[src/rtl/axis_rdy_pkg.sv]
package axis_rdy_pkg;

    localparam int NUM_AXES  = 3;
    localparam int STAT_ADDR = 0;
    localparam int DATA_LO   = 1;
    localparam int DATA_HI   = 2 * NUM_AXES;

    typedef struct packed {
        logic            all_ow;
        logic [2:0]      ow;
        logic            all_rdy;
        logic [2:0]      rdy;
    } status_t;

    function automatic int unsigned next_addr(input int unsigned a, input logic wrap_data);
        if (a >= DATA_HI)
            return wrap_data ? DATA_LO : STAT_ADDR;
        return a + 1;
    endfunction

    function automatic int unsigned hi_addr_of(input int axis);
        return DATA_LO + 2 * axis;
    endfunction

endpackage

[src/rtl/axis_slot.sv]
module axis_slot #(
    parameter int BYTE_W = 8
) (
    input  logic                  clk,
    input  logic                  rst,
    input  logic                  acq,
    input  logic [2*BYTE_W-1:0]   sample_in,
    input  logic                  hi_rd,
    input  logic                  st_rd,
    output logic                  rdy,
    output logic                  ow,
    output logic [BYTE_W-1:0]     hi_byte,
    output logic [BYTE_W-1:0]     lo_byte
);
    logic [2*BYTE_W-1:0] sample_q;

    always_ff @(posedge clk) begin
        if (rst) begin
            sample_q <= '0;
            rdy      <= 1'b0;
            ow       <= 1'b0;
        end else begin
            if (acq) sample_q <= sample_in;
            if (acq)        rdy <= 1'b1;
            else if (hi_rd) rdy <= 1'b0;
            if (acq && rdy) ow <= 1'b1;
            else if (st_rd) ow <= 1'b0;
        end
    end

    assign hi_byte = sample_q[2*BYTE_W-1:BYTE_W];
    assign lo_byte = sample_q[BYTE_W-1:0];
endmodule

[src/rtl/set_flags.sv]
module set_flags #(
    parameter int N = 3
) (
    input  logic         clk,
    input  logic         rst,
    input  logic         acq,
    input  logic         st_rd,
    input  logic [N-1:0] rdy,
    input  logic [N-1:0] hi_rd,
    output logic         all_rdy,
    output logic         all_ow
);
    logic pending_left;
    assign pending_left = |(rdy & ~hi_rd);

    always_ff @(posedge clk) begin
        if (rst) begin
            all_rdy <= 1'b0;
            all_ow  <= 1'b0;
        end else begin
            all_rdy <= acq | (all_rdy & pending_left);
            if (acq && all_rdy) all_ow <= 1'b1;
            else if (st_rd)     all_ow <= 1'b0;
        end
    end
endmodule

[src/rtl/burst_ptr.sv]
module burst_ptr
    import axis_rdy_pkg::*;
#(
    parameter int ADDR_W = 8
) (
    input  logic              clk,
    input  logic              rst,
    input  logic              rd_en,
    input  logic              rd_seek,
    input  logic [ADDR_W-1:0] seek_addr,
    input  logic              wrap_data,
    output logic [ADDR_W-1:0] cur_addr,
    output logic [ADDR_W-1:0] ptr
);
    assign cur_addr = rd_seek ? seek_addr : ptr;

    always_ff @(posedge clk) begin
        if (rst)        ptr <= ADDR_W'(STAT_ADDR);
        else if (rd_en) ptr <= ADDR_W'(next_addr(int'(cur_addr), wrap_data));
    end
endmodule

[src/rtl/axis_rdy_tracker.sv]
module axis_rdy_tracker
    import axis_rdy_pkg::*;
#(
    parameter int BYTE_W = 8,
    parameter int ADDR_W = 8
) (
    input  logic                clk,
    input  logic                rst,
    input  logic                acq_valid,
    input  logic [2*BYTE_W-1:0] acq_x,
    input  logic [2*BYTE_W-1:0] acq_y,
    input  logic [2*BYTE_W-1:0] acq_z,
    input  logic                rd_en,
    input  logic                rd_seek,
    input  logic [ADDR_W-1:0]   rd_addr,
    input  logic                wrap_to_data,
    output logic [BYTE_W-1:0]   rd_data,
    output logic                rd_valid,
    output logic [7:0]          status
);
    localparam int SW = 2 * BYTE_W;

    logic [ADDR_W-1:0]   cur_addr;
    logic [ADDR_W-1:0]   ptr;
    logic [SW-1:0]       samples [NUM_AXES];
    logic [NUM_AXES-1:0] rdy, ow, hi_rd;
    logic [BYTE_W-1:0]   hi_b [NUM_AXES];
    logic [BYTE_W-1:0]   lo_b [NUM_AXES];
    logic                st_rd, all_rdy, all_ow;
    status_t             stat;
    logic [BYTE_W-1:0]   rd_byte;

    assign samples[0] = acq_x;
    assign samples[1] = acq_y;
    assign samples[2] = acq_z;

    burst_ptr #(.ADDR_W(ADDR_W)) u_ptr (
        .clk(clk), .rst(rst), .rd_en(rd_en), .rd_seek(rd_seek),
        .seek_addr(rd_addr), .wrap_data(wrap_to_data),
        .cur_addr(cur_addr), .ptr(ptr)
    );

    assign st_rd = rd_en && (cur_addr == ADDR_W'(STAT_ADDR));

    for (genvar i = 0; i < NUM_AXES; i++) begin : g_axis
        assign hi_rd[i] = rd_en && (cur_addr == ADDR_W'(hi_addr_of(i)));
        axis_slot #(.BYTE_W(BYTE_W)) u_slot (
            .clk(clk), .rst(rst), .acq(acq_valid), .sample_in(samples[i]),
            .hi_rd(hi_rd[i]), .st_rd(st_rd), .rdy(rdy[i]), .ow(ow[i]),
            .hi_byte(hi_b[i]), .lo_byte(lo_b[i])
        );
    end

    set_flags #(.N(NUM_AXES)) u_set (
        .clk(clk), .rst(rst), .acq(acq_valid), .st_rd(st_rd),
        .rdy(rdy), .hi_rd(hi_rd), .all_rdy(all_rdy), .all_ow(all_ow)
    );

    always_comb begin
        stat.rdy     = rdy;
        stat.all_rdy = all_rdy;
        stat.ow      = ow;
        stat.all_ow  = all_ow;
    end
    assign status = stat;

    always_comb begin
        rd_byte = '0;
        if (cur_addr == ADDR_W'(STAT_ADDR)) rd_byte = BYTE_W'(status);
        for (int i = 0; i < NUM_AXES; i++) begin
            if (cur_addr == ADDR_W'(hi_addr_of(i)))     rd_byte = hi_b[i];
            if (cur_addr == ADDR_W'(hi_addr_of(i) + 1)) rd_byte = lo_b[i];
        end
    end

    always_ff @(posedge clk) begin
        if (rst) begin
            rd_data  <= '0;
            rd_valid <= 1'b0;
        end else begin
            rd_valid <= rd_en;
            if (rd_en) rd_data <= rd_byte;
        end
    end
endmodule

[config.mk]
export PLATFORM = sky130hd
export DESIGN_NAME = axis_rdy_tracker
export DESIGN_NICKNAME = d
export VERILOG_FILES = /design/src/rtl/axis_rdy_pkg.sv /design/src/rtl/axis_slot.sv /design/src/rtl/set_flags.sv /design/src/rtl/burst_ptr.sv /design/src/rtl/axis_rdy_tracker.sv
export SDC_FILE = /design/constraint.sdc
export NUM_CORES = 1
export LEC_CHECK = 0
export CAP_MARGIN = 15
export CELL_PAD_IN_SITES_DETAIL_PLACEMENT = 0
export CELL_PAD_IN_SITES_GLOBAL_PLACEMENT = 1
export CORE_UTILIZATION = 37
export DETAILED_ROUTE_END_ITERATION = 8
export PLACE_DENSITY_LB_ADDON = 0.05
export SLEW_MARGIN = 30
export SYNTH_ARGS = -nofsm -noshare
export SYNTH_HDL_FRONTEND = slang
export SYNTH_SLANG_ARGS = --single-unit
[constraint.sdc]
create_clock -name clk -period 2.9 [get_ports clk]
set_clock_uncertainty 0.05 [all_clocks]
set_input_delay 0.58 -clock clk [delete_from_list [all_inputs] [get_ports clk]]
set_output_delay 0.58 -clock clk [all_outputs]
set_load 0.005 [all_outputs]
==> run_results.csv <==
group,metric,value,unit
sta,fmax,382,MHz
flow_run,cap_violations,0,
clock_tree,cts_max_level,3,
clock_tree,cts-buffers-inserted,9,
placement,dpl_cell_area,0.00433,mm^2
drt,num_vias,2921,
power,vdd_drop_max,0.204,mV
setup_path,critPathLaunchType,"input port",
drt,dr.pass1.iters,8,
floorplan,core-area,0.00881,mm^2
global_routing,grtUsageTotal,20.1,%
setup_path,end_kind,"register",
setup_path,crit_required,3.10,ns
power,power_density,529,mW/mm^2
sta,relSlewSlack,66.2,%
layout,post-route-util,51.9,%
layout,nFillCells,850,
synth,yosys.area.top_type,"dfxtp_1",
clock_tree,clk-insertion-delay-late,0.34,ns
drt,routed_via_density,5.12,
synth,syn_area,0.00340,mm^2
setup_path,rrSetupSlack,0.64,ns
drt,drtIter0Drc,114,
layout,nNetsFinal,523,
drt,route.detailed.drc,6,
clock_tree,clock_sinks,73,
drt,antenna_left,0,
setup_path,r2r_end,"rd_data[0]",
global_routing,grt_antenna_before_repair,0,
setup_path,path_cells,"clkdlybuf4s50_1 > mux2i_2 > inv_1 > ha_1 > buf_12 > or4bb_1 > o211ai_1 > o2111a_1 > a21oi_1 > o31ai_1",
placement,port_buffers,78,
clock_tree,cts_tree,"yes",
min_path,hold_depth,2,
synth,synthDistinctLibCells,39,
min_path,hold_path_startpoint,"rst",
synth,synth_cells,377,
layout,multi_input_area,0.00172,mm^2
sta,hold_viol_final,0,
layout,design_area,0.00457,mm^2
sta,drv_slew,0,
synth,synth_edf_count,0,
layout,n_antenna_cell,0,
sta,hold_ws,0.405,ns
sta,post-route-min-period,2.62,ns
synth,synth_warnings,0,
setup_path,crit_slowest_cell,"or4bb_1",
global_routing,grt_pass1_vias,2851,
outcome,violations,"design-rule violations",
sta,finalCritPeriodShare,90.3,%
setup_path,worstSetupPathType,"input port to register",
drt,wl,9.21,mm
global_routing,grt_max_degree,35,
sta,finalWorstSetupSlack,0.281,ns
placement,place_ws,-0.229,ns
min_path,hold_path_class,"input port to register",
setup_path,r2r_start,"u_ptr.ptr[1]",
sta,finalSetupViolations,0,
sta,tightest_slew,0.508,ns
setup_path,ff2ff_path_depth,9,
clock_tree,hold_buffers,0,
power,p_total,2.42,mW
setup_path,crit_arrival,2.82,ns
setup_path,crit_start,"rd_addr[1]",
clock_tree,cts_buffer_depth,2,
clock_tree,cts-root-buf,"clkbuf_8",
global_routing,grt_pass1_wl,15.0,mm
floorplan,die_area,0.00958,mm^2
synth,yosysSeqAreaShare,43.0,%
synth,yosysTopAreaCellShare,43.0,%
sta,rsz0062_at_grt,"false",
floorplan,rows,34,
synth,yosys_register_bits,73,
synth,synth.avg_cell_area,9.02,um^2
synth,synthTopCellsByArea,"dfxtp_1 43%, mux2i_1 15%, nor2_1 7.6%",
sta,setup_tns,0,ns
floorplan,io_pins,79,
layout,final_cells,570,
floorplan,initial_core_util,38.6,%
placement,place_hpwl,6.94,mm
global_routing,overflow,0,
floorplan,die_x,97.9,um
drt,route.detailed.wl_per_inst,16.2,um
placement,place_inst,554,
floorplan,die_y,97.9,um
clock_tree,clkTransAtPathRegs,0.08,ns
layout,seqCellArea,0.00146,mm^2
setup_path,slowest_delay,0.47,ns
synth,synth_nets,443,
layout,area_delta_synth_final,34.4,%
min_path,hold_end,"rd_valid",
layout,layout-drive-gt1-share,11.0,%
clock_tree,post_cts_buffers,0,
synth,synthArstFlopShare,0,%
placement,routabilityCongestion,0.839,
power,power.leakage,1.88,nW
outcome,status,"finished, violations left",
synth,yosys_most_used_dff,"dfxtp_1",
setup_path,crit_path_max_fanout,21,
## worst max path at each step
stage | end | slack, ns | cells after the start
2_1_floorplan | rd_data[3] | 0.25 | 10
3_3_place_gp | rd_data[0] | -0.1 | 9
3_5_place_dp | rd_data[0] | -0.23 | 10
4_1_cts | rd_data[7] | 0.12 | 10
5_1_grt | rd_data[0] | 0.17 | 10
6_report | rd_data[0] | 0.28 | 10
## layout make-up
| type | instances | area share [%] |
|---|---|---|
| multi-input cells | 261 | 37.6 |
| flip-flops and latches | 73 | 32.0 |
| repair buffers | 106 | 21.8 |
| well taps | 108 | 2.96 |
| clock buffers | 11 | 2.87 |
| clock inverters | 5 | 2.27 |
| inverters | 6 | 0.493 |
## critical path: cells and delay by family
kind,cells,cell delay (ns)
buffers and inverters,3,0.71
AOI/OAI and AO/OA,4,0.59
and+or+nand+nor,1,0.47
adders and majority gates,1,0.24
muxes,1,0.22
## placed cells by master, fill, tap and decap left out, drive strengths merged, types with 2 or more instances in the layout
master,netlist,routed
o32ai,2,2
o2111a,8,8
inv,6,6
nand3,5,5
a211oi,2,2
dfxtp,73,73
clkbuf,13,11
and2,5,5
bufinv,0,3
o21ai,12,12
or4bb,8,8
and3,2,2
clkinv,0,2
mux2i,51,51
nor2,69,69
o211ai,9,9
nand4,3,3
a21oi,21,21
a22oi,12,12
a31oi,2,2
clkdlybuf4s50,0,75
buf,24,30
ha,4,4
nand2,29,29
o31ai,8,8
## cell usage after synthesis, types with 3 or more instances
| library cell | instances |
|---|---|
| dfxtp_1 | 73 |
| nor2_1 | 69 |
| mux2i_1 | 51 |
| nand2_1 | 29 |
| a21oi_1 | 21 |
| a22oi_1 | 12 |
| clkbuf_1 | 12 |
| o21ai_0 | 12 |
| buf_4 | 10 |
| o211ai_1 | 9 |
| buf_1 | 8 |
| o2111a_1 | 8 |
| o31ai_1 | 8 |
| or4bb_1 | 8 |
| inv_1 | 6 |
| nand3_1 | 5 |
| and2_1 | 4 |
| buf_2 | 4 |
| ha_1 | 4 |
| nand4_1 | 3 |
## registers in the layout, indices dropped and copies added (netlist names)
register                flops
rd_valid                    1
g_axis.u_slot.ow            3
rd_data                     8
u_set.all_ow                1
u_set.all_rdy               1
g_axis.u_slot.sample_q     48
g_axis.u_slot.rdy           3
u_ptr.ptr                   8
## kinds of logic after synthesis
kind of cell    Yosys count  share of synthesized area [%]
simple gates            127                           17.4
fa+ha+maj                 4                           1.47
mux                      51                           15.0
flops                    73                           43.0
compound gates           79                           16.6
buf+inv                  43                           6.58
## repair_timing
| item | CTS | global route |
|---|---|---|
| resized for setup | 0 | 2 |
| hold endpoints to repair | 0 | 0 |
| setup endpoints to repair | 0 | 6 |
## layer usage
metal / part of all wire (%) / track usage [%] / wire length, um
met1: 49 / 26.8 / 4520
met2: 44 / 31.8 / 4080
met3: 4.8 / 4.65 / 442
met4: 1.7 / 6.88 / 158
met5: 0 / 0 / 0
## where the power goes
group / total, mW / internal (mW) / switching, mW / leakage (nW)
sequential: 1.10 / 1.06 / 0.0439 / 0.601
clock: 0.949 / 0.573 / 0.376 / 0.118
combinational: 0.372 / 0.208 / 0.164 / 1.16
total: 2.42 / 1.84 / 0.584 / 1.88
(Power assumes the default switching activity.)
